$ cat src/rtl/hmac_pkg.sv
`timescale 1ns/1ps
package hmac_pkg;
  typedef enum logic [2:0] {
    OP_FMA  = 3'd0,
    OP_FMS  = 3'd1,
    OP_SUM  = 3'd2,
    OP_DIFF = 3'd3,
    OP_PROD = 3'd4
  } hmac_op_e;
endpackage

$ cat src/rtl/hmac_mul_stage.sv
`timescale 1ns/1ps
module hmac_mul_stage #(
  parameter int EXP_W = 5,
  parameter int MAN_W = 10,
  localparam int W    = 1 + EXP_W + MAN_W,
  localparam int PW   = 2 * (MAN_W + 1),
  localparam int XW   = EXP_W + 3
) (
  input  logic                 clk,
  input  logic                 rst,
  input  logic                 in_valid,
  input  logic [2:0]           op,
  input  logic [W-1:0]         a,
  input  logic [W-1:0]         b,
  input  logic [W-1:0]         c,
  output logic                 v_q,
  output logic                 p_sign_q,
  output logic                 p_zero_q,
  output logic signed [XW-1:0] p_exp_q,
  output logic [PW-1:0]        p_man_q,
  output logic                 s_sign_q,
  output logic                 s_zero_q,
  output logic signed [XW-1:0] s_exp_q,
  output logic [MAN_W:0]       s_man_q
);
  import hmac_pkg::*;

  localparam int BIAS = (1 << (EXP_W - 1)) - 1;
  localparam logic [W-1:0] ONE_VAL = {1'b0, EXP_W'(BIAS), {MAN_W{1'b0}}};

  logic [W-1:0]     a_use, c_use;
  logic             negate;
  logic [EXP_W-1:0] ea, eb, ec;
  logic             za, zb, zc;
  logic signed [XW-1:0] pe;
  logic [PW-1:0]    pm;

  always_comb begin
    a_use  = (op == OP_PROD) ? '0 : a;
    c_use  = (op == OP_SUM || op == OP_DIFF) ? ONE_VAL : c;
    negate = (op == OP_FMS || op == OP_DIFF);
    ea = a_use[W-2 -: EXP_W];
    eb = b[W-2 -: EXP_W];
    ec = c_use[W-2 -: EXP_W];
    za = (ea == '0);
    zb = (eb == '0);
    zc = (ec == '0);
    pe = XW'(eb) + XW'(ec) - XW'(BIAS);
    pm = PW'({1'b1, b[MAN_W-1:0]}) * PW'({1'b1, c_use[MAN_W-1:0]});
  end

  always_ff @(posedge clk) begin
    if (rst) v_q <= 1'b0;
    else     v_q <= in_valid;
    p_sign_q <= b[W-1] ^ c_use[W-1] ^ negate;
    p_zero_q <= zb | zc;
    p_exp_q  <= pe;
    p_man_q  <= pm;
    s_sign_q <= a_use[W-1];
    s_zero_q <= za;
    s_exp_q  <= XW'(ea);
    s_man_q  <= {1'b1, a_use[MAN_W-1:0]};
  end


  prod_addend_zero_chk: assert property (@(posedge clk) disable iff (rst)
    (in_valid && op == OP_PROD) |=> s_zero_q);
endmodule

$ cat src/rtl/hmac_align_add.sv
`timescale 1ns/1ps
module hmac_align_add #(
  parameter int EXP_W = 5,
  parameter int MAN_W = 10,
  parameter int GUARD = 3,
  localparam int PW   = 2 * (MAN_W + 1),
  localparam int XW   = EXP_W + 3,
  localparam int SW   = PW + GUARD + 1
) (
  input  logic                 clk,
  input  logic                 rst,
  input  logic                 v_in,
  input  logic                 p_sign,
  input  logic                 p_zero,
  input  logic signed [XW-1:0] p_exp,
  input  logic [PW-1:0]        p_man,
  input  logic                 s_sign,
  input  logic                 s_zero,
  input  logic signed [XW-1:0] s_exp,
  input  logic [MAN_W:0]       s_man,
  output logic                 v_q,
  output logic                 sign_q,
  output logic signed [XW-1:0] ebig_q,
  output logic [SW-1:0]        sum_q
);
  function automatic logic [SW-1:0] shr_sticky(input logic [SW-1:0] v,
                                               input logic [XW-1:0] sh);
    logic [SW-1:0] lost;
    if (32'(sh) >= SW) return {{(SW-1){1'b0}}, |v};
    lost = v & ~({SW{1'b1}} << sh);
    return (v >> sh) | {{(SW-1){1'b0}}, |lost};
  endfunction

  logic [SW-1:0]        pm_ext, sm_ext, pa, sa, mag;
  logic signed [XW-1:0] diff, ebig;
  logic [XW-1:0]        shamt;
  logic                 sgn;

  always_comb begin
    pm_ext = p_zero ? '0 : (SW'(p_man) << GUARD);
    sm_ext = s_zero ? '0 : (SW'(s_man) << (MAN_W + GUARD));
    diff   = p_exp - s_exp;
    shamt  = diff[XW-1] ? XW'(-diff) : XW'(diff);
    if (p_zero && s_zero) begin
      pa = '0; sa = '0; ebig = '0;
    end else if (p_zero) begin
      pa = '0; sa = sm_ext; ebig = s_exp;
    end else if (s_zero) begin
      pa = pm_ext; sa = '0; ebig = p_exp;
    end else if (!diff[XW-1]) begin
      pa = pm_ext; sa = shr_sticky(sm_ext, shamt); ebig = p_exp;
    end else begin
      pa = shr_sticky(pm_ext, shamt); sa = sm_ext; ebig = s_exp;
    end
    if (p_sign == s_sign) begin
      mag = pa + sa;
      sgn = p_sign;
    end else if (pa >= sa) begin
      mag = pa - sa;
      sgn = p_sign;
    end else begin
      mag = sa - pa;
      sgn = s_sign;
    end
    if (mag == '0) sgn = 1'b0;
  end

  always_ff @(posedge clk) begin
    if (rst) v_q <= 1'b0;
    else     v_q <= v_in;
    sign_q <= sgn;
    ebig_q <= ebig;
    sum_q  <= mag;
  end


  stage_valid_chk: assert property (@(posedge clk) disable iff (rst)
    !$past(rst) |-> (v_q == $past(v_in)));
endmodule

$ cat src/rtl/hmac_normalize.sv
`timescale 1ns/1ps
module hmac_normalize #(
  parameter int EXP_W = 5,
  parameter int MAN_W = 10,
  parameter int GUARD = 3,
  localparam int W    = 1 + EXP_W + MAN_W,
  localparam int PW   = 2 * (MAN_W + 1),
  localparam int XW   = EXP_W + 3,
  localparam int SW   = PW + GUARD + 1
) (
  input  logic                 clk,
  input  logic                 rst,
  input  logic                 v_in,
  input  logic                 sign,
  input  logic signed [XW-1:0] ebig,
  input  logic [SW-1:0]        sum,
  output logic                 v_q,
  output logic [W-1:0]         res_q
);
  localparam int POINT = PW - 2 + GUARD;
  localparam int EMAX  = (1 << EXP_W) - 1;
  localparam logic [W-2:0] MAX_MAG = {EXP_W'(EMAX - 1), {MAN_W{1'b1}}};

  int            lead;
  int            er;
  logic [SW-1:0] norm;
  logic [W-1:0]  res_d;

  always_comb begin
    lead = 0;
    for (int i = 0; i < SW; i++)
      if (sum[i]) lead = i;
    er   = int'(ebig) - POINT + lead;
    norm = sum << (SW - 1 - lead);
    if (sum == '0)
      res_d = '0;
    else if (er <= 0)
      res_d = {sign, {(W-1){1'b0}}};
    else if (er >= EMAX)
      res_d = {sign, MAX_MAG};
    else
      res_d = {sign, EXP_W'(er), norm[SW-2 -: MAN_W]};
  end

  always_ff @(posedge clk) begin
    if (rst) v_q <= 1'b0;
    else     v_q <= v_in;
    res_q <= res_d;
  end


  no_top_exp_chk: assert property (@(posedge clk) disable iff (rst)
    v_q |-> (res_q[W-2 -: EXP_W] != {EXP_W{1'b1}}));

  flush_sub_chk: assert property (@(posedge clk) disable iff (rst)
    v_q |-> (res_q[W-2 -: EXP_W] != '0 || res_q[MAN_W-1:0] == '0));

  cancel_pos_chk: assert property (@(posedge clk) disable iff (rst)
    (v_in && sum == '0) |=> (v_q && res_q == '0));
endmodule

$ cat src/rtl/hmac_unit.sv
`timescale 1ns/1ps
module hmac_unit #(
  parameter int EXP_W = 5,
  parameter int MAN_W = 10,
  parameter int GUARD = 3,
  localparam int W    = 1 + EXP_W + MAN_W,
  localparam int PW   = 2 * (MAN_W + 1),
  localparam int XW   = EXP_W + 3,
  localparam int SW   = PW + GUARD + 1
) (
  input  logic         clk,
  input  logic         rst,
  input  logic         in_valid,
  input  logic [2:0]   op,
  input  logic [W-1:0] a,
  input  logic [W-1:0] b,
  input  logic [W-1:0] c,
  output logic         out_valid,
  output logic [W-1:0] d
);
  logic                 v1, p_sign, p_zero, s_sign, s_zero;
  logic signed [XW-1:0] p_exp, s_exp;
  logic [PW-1:0]        p_man;
  logic [MAN_W:0]       s_man;
  logic                 v2, sign2;
  logic signed [XW-1:0] ebig2;
  logic [SW-1:0]        sum2;

  hmac_mul_stage #(.EXP_W(EXP_W), .MAN_W(MAN_W)) u_mul (
    .clk(clk), .rst(rst), .in_valid(in_valid), .op(op),
    .a(a), .b(b), .c(c),
    .v_q(v1), .p_sign_q(p_sign), .p_zero_q(p_zero), .p_exp_q(p_exp),
    .p_man_q(p_man), .s_sign_q(s_sign), .s_zero_q(s_zero),
    .s_exp_q(s_exp), .s_man_q(s_man));

  hmac_align_add #(.EXP_W(EXP_W), .MAN_W(MAN_W), .GUARD(GUARD)) u_add (
    .clk(clk), .rst(rst), .v_in(v1),
    .p_sign(p_sign), .p_zero(p_zero), .p_exp(p_exp), .p_man(p_man),
    .s_sign(s_sign), .s_zero(s_zero), .s_exp(s_exp), .s_man(s_man),
    .v_q(v2), .sign_q(sign2), .ebig_q(ebig2), .sum_q(sum2));

  hmac_normalize #(.EXP_W(EXP_W), .MAN_W(MAN_W), .GUARD(GUARD)) u_norm (
    .clk(clk), .rst(rst), .v_in(v2), .sign(sign2), .ebig(ebig2),
    .sum(sum2), .v_q(out_valid), .res_q(d));


  latency3_chk: assert property (@(posedge clk) disable iff (rst)
    (!$past(rst) && !$past(rst, 2) && !$past(rst, 3))
      |-> (out_valid == $past(in_valid, 3)));

  reset_quiet_chk: assert property (@(posedge clk)
    $past(rst) |-> !out_valid);
endmodule

$ cat config.mk
export PLATFORM = sky130hd
export DESIGN_NAME = hmac_unit
export DESIGN_NICKNAME = d
export VERILOG_FILES = /design/src/rtl/hmac_pkg.sv /design/src/rtl/hmac_mul_stage.sv /design/src/rtl/hmac_align_add.sv /design/src/rtl/hmac_normalize.sv /design/src/rtl/hmac_unit.sv
export SDC_FILE = /design/constraint.sdc
export NUM_CORES = 1
export LEC_CHECK = 0
export ABC_AREA = 1
export BUFFER_PORTS_ARGS = -buffer_cell sky130_fd_sc_hd__buf_2
export CORE_MARGIN = 2
export CORE_UTILIZATION = 55
export DETAILED_ROUTE_END_ITERATION = 8
export GPL_TIMING_DRIVEN = 0
export PLACE_DENSITY = 0.8
export SYNTH_ARGS = -nofsm -noshare
export SYNTH_HDL_FRONTEND = slang
export SYNTH_SLANG_ARGS = --single-unit
$ cat constraint.sdc
create_clock -name clk -period 7.5 [get_ports clk]
set_input_delay 1.125 -clock clk [delete_from_list [all_inputs] [get_ports clk]]
set_output_delay 1.125 -clock clk [all_outputs]
set_load 0.01 [all_outputs]
==> results.yml <==
clocking:
  worst_skew_pair.late_latency_ns: 0.36
  cts.clk_slew.worst_paths_ns: 0.07
  ctsHoldBuffers: 0
  cts.path.max_buffers: 2
  htreeDepth: 3
  cts_made_buffers: 9
  cts_tree: "done"
  cts_root_buffer: "clkbuf_16"
  cts.sinks: 103
grt:
  grtUsageTotal: 0.372
  grt_pass1_vias: 17442
  grt.overflow.total: 0
  antenna_found_initial: 0
  grt_pass1_wl_mm: 91.1
  grt_max_degree: 19
drt:
  drc_errors: 0
  avgViaCountPerCell: 5.79
  drt_iter0_drc: 1829
  vias: 18433
  first_pass_iters: 7
  wirelength_mm: 59.0
  antenna_left: 0
  wire_per_inst_um: 18.5
yosys:
  synth_top_family_by_area: "simple AND/OR/NAND/NOR gates"
  yosysTopAreaCell: "dfxtp_1"
  synth.avg_cell_area_sq_um: 6.16
  synth_compound_area_frac: 0.164
  synth_fp_nets: 2975
  synthesis.area_sq_um: 16500
  synthMuxAreaShare: 0.00364
  syn_inst: 2676
  synth-simple-area-share: 0.297
  synth-seq-cells: 103
  seq_area_frac_synth: 0.125
  synth_top_area_frac: 0.125
  synth_xor_area_frac: 0.0470
  yosys_warnings: 0
  synth_area_leaders: "dfxtp_1 13%, nand2_1 12%, ha_1 12%"
  synthAdderAreaFrac: 0.225
  ys_types: 60
finish:
  drive_above_1_share: 0.0971
  finalNonFillerCells: 3182
  final_cell_mix: "522 x nand2_1, 480 x inv_1, 327 x nor2_1, 197 x nand3_1, 165 x a21oi_1"
  final_nets: 3086
  antenna_cells: 0
  final_common_cell: "nand2_1"
  area_growth_pct: 11.3
placed_design:
  io_buffers: 69
  placed_cells: 3135
  routabilityCongestion: 1.05
  hpwl_mm: 48.4
critical_path:
  endpoint: "u_add.sign_q"
  cp_slowest_stage_delay_ns: 0.48
  setup.worst_path.class: "register to register"
  crit_start: "u_mul.s_exp_q[2]"
  reg2reg_depth: 42
  crit_top_cell: "nand2_1"
  start_kind: "register"
  slowest_stage: "o221ai_1"
  end_kind: "register"
  crit_arrival_ns: 7.53
  required_ns: 7.75
  path_max_fanout: 10
  r2r_end: "u_add.sign_q"
  r2r_start: "u_mul.s_exp_q[2]"
  r2r_slack_ns: 0.22
timing:
  post-route-period-util: 0.971
  maxSlewViolCount: 0
  timing.final.hold_violations: 0
  min_period_ns: 7.28
  timing.fmax_mhz: 137
  finalSetupTns_ns: 0
  skew_ns: 0.0135
  slew_headroom: 0.252
  finalSetupViolations: 0
  rsz0062_at_grt: "true"
  hold-worst-slack_ns: 0.409
  worst_slew_pin_slew_ns: 1.11
die:
  die-area_sq_um: 31400
  io_pins: 71
  die-height_um: 177
  start_util: 0.558
  core_area_sq_um: 29600
  rows: 63
  dieWidth_um: 177
worst_hold_path:
  hold_path_depth: 2
  hp-class: "register to register"
run:
  cap_viol_max_count: 0
run_status:
  status: "completed"
==> worst min-delay path by stage <==
stage / slack [ns] / from / to
2_1_floorplan: 0.39 / u_mul.v_q / u_add.v_q
3_3_place_gp: 0.39 / u_mul.v_q / u_add.v_q
3_5_place_dp: 0.40 / u_add.v_q / u_norm.v_q
4_1_cts: 0.41 / u_add.v_q / u_norm.v_q
5_1_grt: 0.42 / u_add.v_q / u_norm.v_q
6_report: 0.41 / u_mul.v_q / u_add.v_q
==> through the flow <==
stage / area, sq um / utilization / setup WS, ns
3_5_place_dp: 17300 / 0.586 / -0.802
2_1_floorplan: 16500 / - / 0.965
4_1_cts: 17900 / 0.606 / 0.00664
5_1_grt: 18300 / 0.620 / -0.107
6_report: 18300 / 0.620 / 0.219
3_3_place_gp: 17300 / 0.586 / -0.792
==> layout make-up <==
| class | instances | area (sq um) |
|---|---|---|
| Buffer | 92 | 469 |
| Clock buffer | 10 | 239 |
| Clock inverter | 6 | 72.6 |
| Fill cell | 2883 | 11200 |
| Inverter | 495 | 1860 |
| Multi-Input combinational cell | 1983 | 12500 |
| Sequential cell | 103 | 2060 |
| Tap cell | 390 | 488 |
| Timing Repair Buffer | 103 | 659 |
==> sequential cells by signal, summed over array words and instances (netlist names) <==
signal and flops:
u_add.ebig_q 8, u_add.sign_q 1, u_add.sum_q 26, u_add.v_q 1, u_mul.p_exp_q 8, u_mul.p_man_q 22, u_mul.p_sign_q 1, u_mul.p_zero_q 1
u_mul.s_exp_q 5, u_mul.s_man_q 10, u_mul.s_sign_q 1, u_mul.s_zero_q 1, u_mul.v_q 1, u_norm.res_q 16, u_norm.v_q 1
==> worst max-delay path: cells and delay by family (launching register included) <==
family | cells | cell delay (ns)
xor gates and xnor gates | 1 | 0.18
buffers and inverters | 5 | 0.57
AOI/OAI and AO/OA | 11 | 2.49
adders and majority gates | 4 | 1.26
DFF | 1 | 0.33
muxes | 1 | 0.18
and+or+nand+nor | 20 | 2.13
==> cell usage after synthesis, drive strengths merged <==
master and instances:
a221oi 2, o21bai 12, inv 488, dfxtp 103, nor3b 3, o31ai 5
o22ai 12, nand2 541, a22oi 6, a21oi 175, nand4 18, clkinv 7
nor2 345, and3 2, fa 86, a31o 1, a21boi 2, xnor2 15
nor4 6, xor2 70, o2111ai 3, or2 10, and2 3, a211oi 10
mux2i 6, o221ai 7, o311ai 1, ha 159, nand3b 5, o21ai 203
or4 3, o221a 1, o211ai 18, a311oi 1, clkbuf 60, a31oi 16
nand3 202, buf 36, o21a 9, nor3 24
==> logic make-up after synthesis <==
| kind of cell | after synthesis |
|---|---|
| AOI/OAI and AO/OA | 484 |
| xor gates and xnor gates | 85 |
| adders and majority gates | 245 |
| buffers and inverters | 591 |
| DFF | 103 |
| muxes | 6 |
| and+or+nand+nor | 1162 |
==> routing by layer <==
metal  up-vias  share of wire  track usage  routed length, um
met4         0          0.045        0.157               2650
met2       942           0.46        0.618              27400
met1      8582           0.41        0.484              23900
met3       184          0.086       0.0490               5060
met5         -              0            0                  0
li1       8725              -            -                  -
==> what timing repair did <==
item                       4_1_cts  5_1_grt
setup endpoints to repair       26       28
pin swaps                        6       24
gates resized for setup         55      116
cloned                           2        1
buffers inserted                10       21
Power is not shown: default switching activity piles up to over one toggle a cycle in this logic, so the estimate is an artifact.
